### src/rtl/sar_cal_pkg.sv
package sar_cal_pkg;

   typedef enum logic {
      PH_POS = 1'b0,
      PH_NEG = 1'b1
   } cal_phase_e;

   // Nominal weight of bit idx: LSB value scaled up by radix_q/256 per bit.
   function automatic longint nominal_weight(input int idx, input longint lsb_q,
                                             input longint radix_q);
      longint w;
      w = lsb_q;
      for (int k = 0; k < idx; k++) begin
         w = (w * radix_q) >>> 8;
      end
      return w;
   endfunction

endpackage

### src/rtl/sar_code_weigher.sv
module sar_code_weigher #(
   parameter int RAW_W = 14,
   parameter int WGT_W = 24,
   parameter int ACC_W = 30
) (
   input  logic [RAW_W-1:0]        code_i,
   input  logic signed [WGT_W-1:0] wgt_i [RAW_W],
   output logic signed [ACC_W-1:0] sum_o
);

   localparam int EXT_W = ACC_W - WGT_W;

   if (EXT_W < 1) begin : g_bad_width
      $error("sar_code_weigher: ACC_W must exceed WGT_W");
   end

   logic signed [ACC_W-1:0] term [RAW_W];

   for (genvar g = 0; g < RAW_W; g++) begin : g_term
      assign term[g] = code_i[g] ? {{EXT_W{wgt_i[g][WGT_W-1]}}, wgt_i[g]} : '0;
   end

   always_comb begin
      sum_o = '0;
      for (int k = 0; k < RAW_W; k++) begin
         sum_o = sum_o + term[k];
      end
   end

endmodule

### src/rtl/sar_round_sat.sv
module sar_round_sat #(
   parameter int ACC_W         = 30,
   parameter int OUT_W         = 12,
   parameter int FRAC_W        = 8,
   parameter bit ROUND_NEAREST = 1'b1
) (
   input  logic signed [ACC_W-1:0] val_i,
   output logic [OUT_W-1:0]        out_o
);

   localparam logic signed [ACC_W-1:0] HALF = ACC_W'(64'd1 << (FRAC_W - 1));
   localparam logic signed [ACC_W-1:0] MAXV = ACC_W'((64'd1 << OUT_W) - 1);

   if (ACC_W <= OUT_W + FRAC_W) begin : g_bad_width
      $error("sar_round_sat: ACC_W too narrow for OUT_W + FRAC_W");
   end

   logic signed [ACC_W-1:0] scaled;

   if (ROUND_NEAREST) begin : g_nearest
      assign scaled = (val_i + HALF) >>> FRAC_W;
   end else begin : g_floor
      assign scaled = val_i >>> FRAC_W;
   end

   always_comb begin
      if (scaled < 0) begin
         out_o = '0;
      end else if (scaled > MAXV) begin
         out_o = {OUT_W{1'b1}};
      end else begin
         out_o = scaled[OUT_W-1:0];
      end
   end

endmodule

### src/rtl/sar_weight_lms.sv
module sar_weight_lms #(
   parameter int     RAW_W   = 14,
   parameter int     WGT_W   = 24,
   parameter int     ACC_W   = 30,
   parameter int     SHIFT_W = 5,
   parameter longint LSB_WGT = 152,
   parameter longint RADIX_Q = 476,
   parameter longint NOM_OFS = 6400
) (
   input  logic                    clk,
   input  logic                    rst_n,
   input  logic                    upd_en_i,
   input  logic                    freeze_i,
   input  logic [SHIFT_W-1:0]      shift_i,
   input  logic signed [ACC_W-1:0] err_i,
   input  logic [RAW_W-1:0]        code_pos_i,
   input  logic [RAW_W-1:0]        code_neg_i,
   output logic signed [WGT_W-1:0] wgt_o [RAW_W],
   output logic signed [WGT_W-1:0] ofs_o
);

   logic signed [WGT_W-1:0] w_q [RAW_W];
   logic signed [WGT_W-1:0] ofs_q;
   logic signed [ACC_W-1:0] step_full;
   logic signed [WGT_W-1:0] step;
   logic                    learn;

   assign learn     = upd_en_i & ~freeze_i;
   assign step_full = err_i >>> shift_i;
   assign step      = step_full[WGT_W-1:0];

   always_ff @(posedge clk or negedge rst_n) begin
      if (!rst_n) begin
         for (int k = 0; k < RAW_W; k++) begin
            w_q[k] <= WGT_W'(sar_cal_pkg::nominal_weight(k, LSB_WGT, RADIX_Q));
         end
         ofs_q <= WGT_W'(NOM_OFS);
      end else if (learn) begin
         for (int k = 0; k < RAW_W; k++) begin
            case ({code_pos_i[k], code_neg_i[k]})
               2'b10:   w_q[k] <= w_q[k] - step;
               2'b01:   w_q[k] <= w_q[k] + step;
               default: w_q[k] <= w_q[k];
            endcase
         end
         ofs_q <= ofs_q + step;
      end
   end

   assign wgt_o = w_q;
   assign ofs_o = ofs_q;

   // frozen cycles never move the learned state
   p_freeze_hold_r7: assert property (@(posedge clk) disable iff (!rst_n)
      freeze_i |=> ($stable(ofs_q) && $stable(w_q[RAW_W-1]) && $stable(w_q[0])));

   // only a completed pair changes the offset estimate
   p_idle_hold_r5: assert property (@(posedge clk) disable iff (!rst_n)
      !upd_en_i |=> $stable(ofs_q));

endmodule

### src/rtl/sar_perturb_cal.sv
module sar_perturb_cal #(
   parameter int     RAW_W         = 14,
   parameter int     OUT_W         = 12,
   parameter int     FRAC_W        = 8,
   parameter int     WGT_W         = 24,
   parameter int     SHIFT_W       = 5,
   parameter longint LSB_WGT       = 152,
   parameter longint RADIX_Q       = 476,
   parameter longint NOM_OFS       = 6400,
   parameter bit     ROUND_NEAREST = 1'b1,
   localparam int    ACC_W         = WGT_W + $clog2(RAW_W) + 2
) (
   input  logic               clk,
   input  logic               rst_n,
   input  logic               freeze,
   input  logic [SHIFT_W-1:0] step_shift,
   input  logic               code_valid,
   input  logic [RAW_W-1:0]   code,
   output logic               out_valid,
   output logic [OUT_W-1:0]   out_data,
   output logic [ACC_W-1:0]   err_data
);
   import sar_cal_pkg::*;

   localparam int EXT_W = ACC_W - WGT_W;

   if (RAW_W <= OUT_W) begin : g_bad_raw
      $error("sar_perturb_cal: RAW_W must exceed OUT_W for redundancy");
   end
   if (WGT_W < OUT_W + FRAC_W + 2) begin : g_bad_wgt
      $error("sar_perturb_cal: WGT_W too narrow");
   end
   if (FRAC_W < 1) begin : g_bad_frac
      $error("sar_perturb_cal: FRAC_W must be at least 1");
   end

   cal_phase_e              phase_q;
   logic signed [ACC_W-1:0] dpos_q;
   logic [RAW_W-1:0]        code_pos_q;
   logic signed [WGT_W-1:0] wgt [RAW_W];
   logic signed [WGT_W-1:0] ofs;
   logic signed [ACC_W-1:0] d_now;
   logic signed [ACC_W-1:0] ofs_ext;
   logic signed [ACC_W-1:0] pair_err;
   logic signed [ACC_W-1:0] pair_sum;
   logic signed [ACC_W-1:0] round_in;
   logic [OUT_W-1:0]        rounded;
   logic                    take_pos;
   logic                    pair_done;
   logic                    single;

   assign take_pos  = code_valid & ~freeze & (phase_q == PH_POS);
   assign pair_done = code_valid & ~freeze & (phase_q == PH_NEG);
   assign single    = code_valid & freeze;

   sar_code_weigher #(
      .RAW_W(RAW_W), .WGT_W(WGT_W), .ACC_W(ACC_W)
   ) weigher_i (
      .code_i(code), .wgt_i(wgt), .sum_o(d_now)
   );

   sar_weight_lms #(
      .RAW_W(RAW_W), .WGT_W(WGT_W), .ACC_W(ACC_W), .SHIFT_W(SHIFT_W),
      .LSB_WGT(LSB_WGT), .RADIX_Q(RADIX_Q), .NOM_OFS(NOM_OFS)
   ) lms_i (
      .clk(clk), .rst_n(rst_n), .upd_en_i(pair_done), .freeze_i(freeze),
      .shift_i(step_shift), .err_i(pair_err), .code_pos_i(code_pos_q),
      .code_neg_i(code), .wgt_o(wgt), .ofs_o(ofs)
   );

   assign ofs_ext  = {{EXT_W{ofs[WGT_W-1]}}, ofs};
   assign pair_err = dpos_q - d_now - (ofs_ext <<< 1);
   assign pair_sum = dpos_q + d_now;
   assign round_in = freeze ? d_now : (pair_sum >>> 1);

   sar_round_sat #(
      .ACC_W(ACC_W), .OUT_W(OUT_W), .FRAC_W(FRAC_W), .ROUND_NEAREST(ROUND_NEAREST)
   ) round_i (
      .val_i(round_in), .out_o(rounded)
   );

   always_ff @(posedge clk or negedge rst_n) begin
      if (!rst_n) begin
         phase_q    <= PH_POS;
         dpos_q     <= '0;
         code_pos_q <= '0;
      end else if (freeze) begin
         phase_q    <= PH_POS;
      end else if (take_pos) begin
         phase_q    <= PH_NEG;
         dpos_q     <= d_now;
         code_pos_q <= code;
      end else if (pair_done) begin
         phase_q    <= PH_POS;
      end
   end

   always_ff @(posedge clk or negedge rst_n) begin
      if (!rst_n) begin
         out_valid <= 1'b0;
         out_data  <= '0;
         err_data  <= '0;
      end else begin
         out_valid <= pair_done | single;
         if (pair_done | single) begin
            out_data <= rounded;
         end
         if (pair_done) begin
            err_data <= pair_err;
         end
      end
   end

   // second code of a pair yields a result next cycle
   p_pair_valid_r3: assert property (@(posedge clk) disable iff (!rst_n)
      (code_valid && !freeze && phase_q == PH_NEG) |=> out_valid);

   // first code of a pair yields nothing
   p_first_silent_r3: assert property (@(posedge clk) disable iff (!rst_n)
      (code_valid && !freeze && phase_q == PH_POS) |=> !out_valid);

   // frozen code converts alone
   p_single_valid_r7: assert property (@(posedge clk) disable iff (!rst_n)
      (code_valid && freeze) |=> out_valid);

   // freeze returns the pairing to the positive code
   p_phase_clear_r8: assert property (@(posedge clk) disable iff (!rst_n)
      freeze |=> (phase_q == PH_POS));

   // no code accepted, no result
   p_idle_novalid_r11: assert property (@(posedge clk) disable iff (!rst_n)
      !code_valid |=> (!out_valid && $stable(out_data)));

endmodule

### config.mk
export PLATFORM = sky130hd
export DESIGN_NAME = sar_perturb_cal
export DESIGN_NICKNAME = d
export VERILOG_FILES = /design/src/rtl/sar_cal_pkg.sv /design/src/rtl/sar_code_weigher.sv /design/src/rtl/sar_round_sat.sv /design/src/rtl/sar_weight_lms.sv /design/src/rtl/sar_perturb_cal.sv
export SDC_FILE = /design/constraint.sdc
export NUM_CORES = 2
export LEC_CHECK = 0
export BUFFER_PORTS_ARGS = -buffer_cell sky130_fd_sc_hd__clkbuf_2
export CORE_AREA = 5 5 388 390
export DETAILED_ROUTE_END_ITERATION = 10
export DIE_AREA = 0 0 393 395
export PLACE_DENSITY = 0.58
export REMOVE_ABC_BUFFERS = 1
export SLEW_MARGIN = 20
export SYNTH_ARGS = -nofsm -noshare
export SYNTH_HDL_FRONTEND = slang
export SYNTH_SLANG_ARGS = --single-unit
### constraint.sdc
create_clock -name clk -period 48.2 [get_ports clk]
set_clock_uncertainty 0.2 [all_clocks]
set_input_delay 2.41 -clock clk [delete_from_list [all_inputs] [get_ports clk]]
set_output_delay 2.41 -clock clk [all_outputs]
set_load 0.03 [all_outputs]
==> out/qor.yml <==
status:
  status: "complete, no violations"
die:
  ios: 66
  num_rows: 141
  core_um2: 147000
  dieArea_um2: 155000
  die_y_um: 395
  start_util_pct: 36.6
  die_x_um: 393
global_routing:
  grt_pass1_wl_um: 295000
  grt_antenna_before_repair: 6
  grt_overflow: 0
  grt_usage_pct: 25.1
  grt_max_degree: 139
  first_global_vias: 46100
setup_path:
  reg2reg_from: "lms_i.wgt_o[194]$_DFFE_PN1P_"
  reg2reg_depth: 56
  cp_slowest_stage_delay_ps: 730
  path_max_fanout: 26
  regToRegEndpoint: "lms_i.wgt_o[47]$_DFFE_PN0P_"
  worst_path_most_repeated_cell: "fa_1"
  critPathLaunch: "code[5]"
  start_kind: "input port"
  required_ps: 48600
  critPathArrivalTime_ps: 19530
  slowest_stage: "a211oi_1"
  worstSetupEndpointType: "flop"
  crit_end: "lms_i.wgt_o[47]$_DFFE_PN0P_"
  r2r_slack_ps: 30830
  path_class: "in2reg"
synthesis:
  synthCells: 6494
  synthTopCellsByCount: "nand2_1, nor2_1, inv_1"
  synth_area_leaders: "dfrtp_1, fa_1, ha_1"
  synth_top_area_share_pct: 16.2
  synth_top_family_by_area: "adder cells"
  yosysTopAreaCell: "dfrtp_1"
  synth_ff_type: "dfrtp_1"
  synth.area.mux_share_pct: 2.21
  synth_area_um2: 53700
  syn-mean-instance-area_um2: 8.27
  yosysUniqueCellTypes: 100
  synth_adder_area_share_pct: 24.0
  async_flop_share_pct: 100
  synth_most_common_cell: "nand2_1"
  ys_seq_elements: 448
  synth_compound_area_share_pct: 18.3
  synth_simple_gate_area_share_pct: 18.1
  synth_edf_count: 0
  ys.warnings.count: 0
  synth-xor-area-share_pct: 10.7
  yosysSeqAreaShare_pct: 21.1
cts:
  cts_tree: "done"
  clk_latency_ps: 720
  postCtsSetupBuffers: 0
  post_cts_resized: 0
  holdBufCountCts: 0
  htreeDepth: 2
  clock-root-buffer: "clkbuf_16"
  numCtsBuffers: 61
  cts.sinks: 448
  cts.clk_slew.worst_paths_ps: 60
  clockBufferDepth: 3
timing:
  finalSetupTns_ps: 0
  final-hold-violation-count: 0
  maxSlewViolCount: 0
  setup_violations: 0
  fin_crit_sh_pct: 39.7
  rsz0062_at_grt: "no"
  clock.fmax_mhz: 52.3
  slew_headroom_pct: 18.7
  worst_slew_pin_slew_ps: 1210
  period_needed_ps: 19120
job:
  max_cap_violations: 0
route:
  drt-wirelength-per-cell_um: 23.6
  drc_errors: 0
  first_iter_violations: 4199
  first_pass_iters: 6
  antenna_left: 0
  vias: 47700
  wl_um: 199000
  via_per_inst: 5.66
cells_and_area:
  area_growth_pct: 9.00
  final_net_count: 7299
  drive_gt1_share_pct: 8.38
place:
  io_buffers: 65
  place.gp.congestion: 0.993
  dp_hpwl_um: 148000
worst_hold_path:
  hold_class: "reg2reg"
## kinds of logic after synthesis
group,after synthesis
simple gates,2147
buf+inv,789
compound gates,1536
fa+ha+maj,826
xor+xnor,656
mux,92
flops,448
## stage by stage
step	cell area, um2	setup slack (ps)	cells	utilization (%)	hold slack, ps
after floorplan	52600	30790	6215	-	239
after global placement	56500	28970	8317	38.5	257
after detailed placement	56500	28790	8317	38.5	259
after CTS	58600	29450	8430	39.9	269
after global routing	58600	28230	8431	39.9	284
final	58600	29080	8433	39.9	267
## how the worst min path moves through the flow
stage / end / slack, ps / startpoint / cells past startpoint
after floorplan: lms_i.wgt_o[119]$_DFFE_PN0P_ / 240 / lms_i.wgt_o[119]$_DFFE_PN0P_ / 1
after global placement: lms_i.wgt_o[14]$_DFFE_PN1P_ / 260 / lms_i.wgt_o[14]$_DFFE_PN1P_ / 2
after detailed placement: lms_i.wgt_o[263]$_DFFE_PN0P_ / 260 / lms_i.wgt_o[263]$_DFFE_PN0P_ / 1
after CTS: lms_i.wgt_o[287]$_DFFE_PN0P_ / 270 / lms_i.wgt_o[287]$_DFFE_PN0P_ / 1
after global routing: lms_i.wgt_o[263]$_DFFE_PN0P_ / 280 / lms_i.wgt_o[263]$_DFFE_PN0P_ / 1
final: lms_i.wgt_o[263]$_DFFE_PN0P_ / 270 / lms_i.wgt_o[263]$_DFFE_PN0P_ / 1
## state kept, by name (all words and copies together), names as in the netlist
signal and count:
code_pos_q 14, dpos_q 30, err_data 30, lms_i.ofs_o 24
lms_i.wgt_o 336, out_data 12, out_valid 1, phase_q 1
## critical path, delay by kind of cell
family,cells,cell delay (ps)
AO/OA/AOI/OAI,20,7600
XOR/XNOR,3,600
adder cells (fa/ha/maj),11,4790
buffers and inverters,9,1630
multiplexers,1,370
AND/OR/NAND/NOR,13,2130
## metal layers
layer,GRT usage [%],up-vias,wire (um)
li1,-,22100,-
met1,33.5,23300,84000
met2,39.9,1819,89100
met3,4.41,413,15800
met4,10.7,0,10100
met5,0,-,0
## cell usage in the layout, fill, tap and decap left out, drive strengths merged, types with 38 or more instances in the layout
cell type  count
mux2          61
a21o         124
dfrtp        347
o21bai        83
inv          512
or3           73
clkbuf       153
a21oi        344
buf          108
o21ai        482
and2         177
nor3         160
nor2         606
ha           486
o211ai        38
a31oi         57
o31ai         58
nand3        104
and3          47
a211oi        55
xor2         342
dfstp        101
o21a          59
fa           340
nand2        828
xnor2        314
## final cells by class
type	instances	area (um2)
well taps	1930	2410
clock inverters	24	307
multi-input cells	5257	39700
clock buffers	89	1770
flip-flops and latches	448	11300
repair buffers	172	1150
inverters	510	1910
fillers	14800	88200
diodes	3	7.51
Power is not shown: default switching activity piles up to over one toggle a cycle in this logic, so the estimate is an artifact.
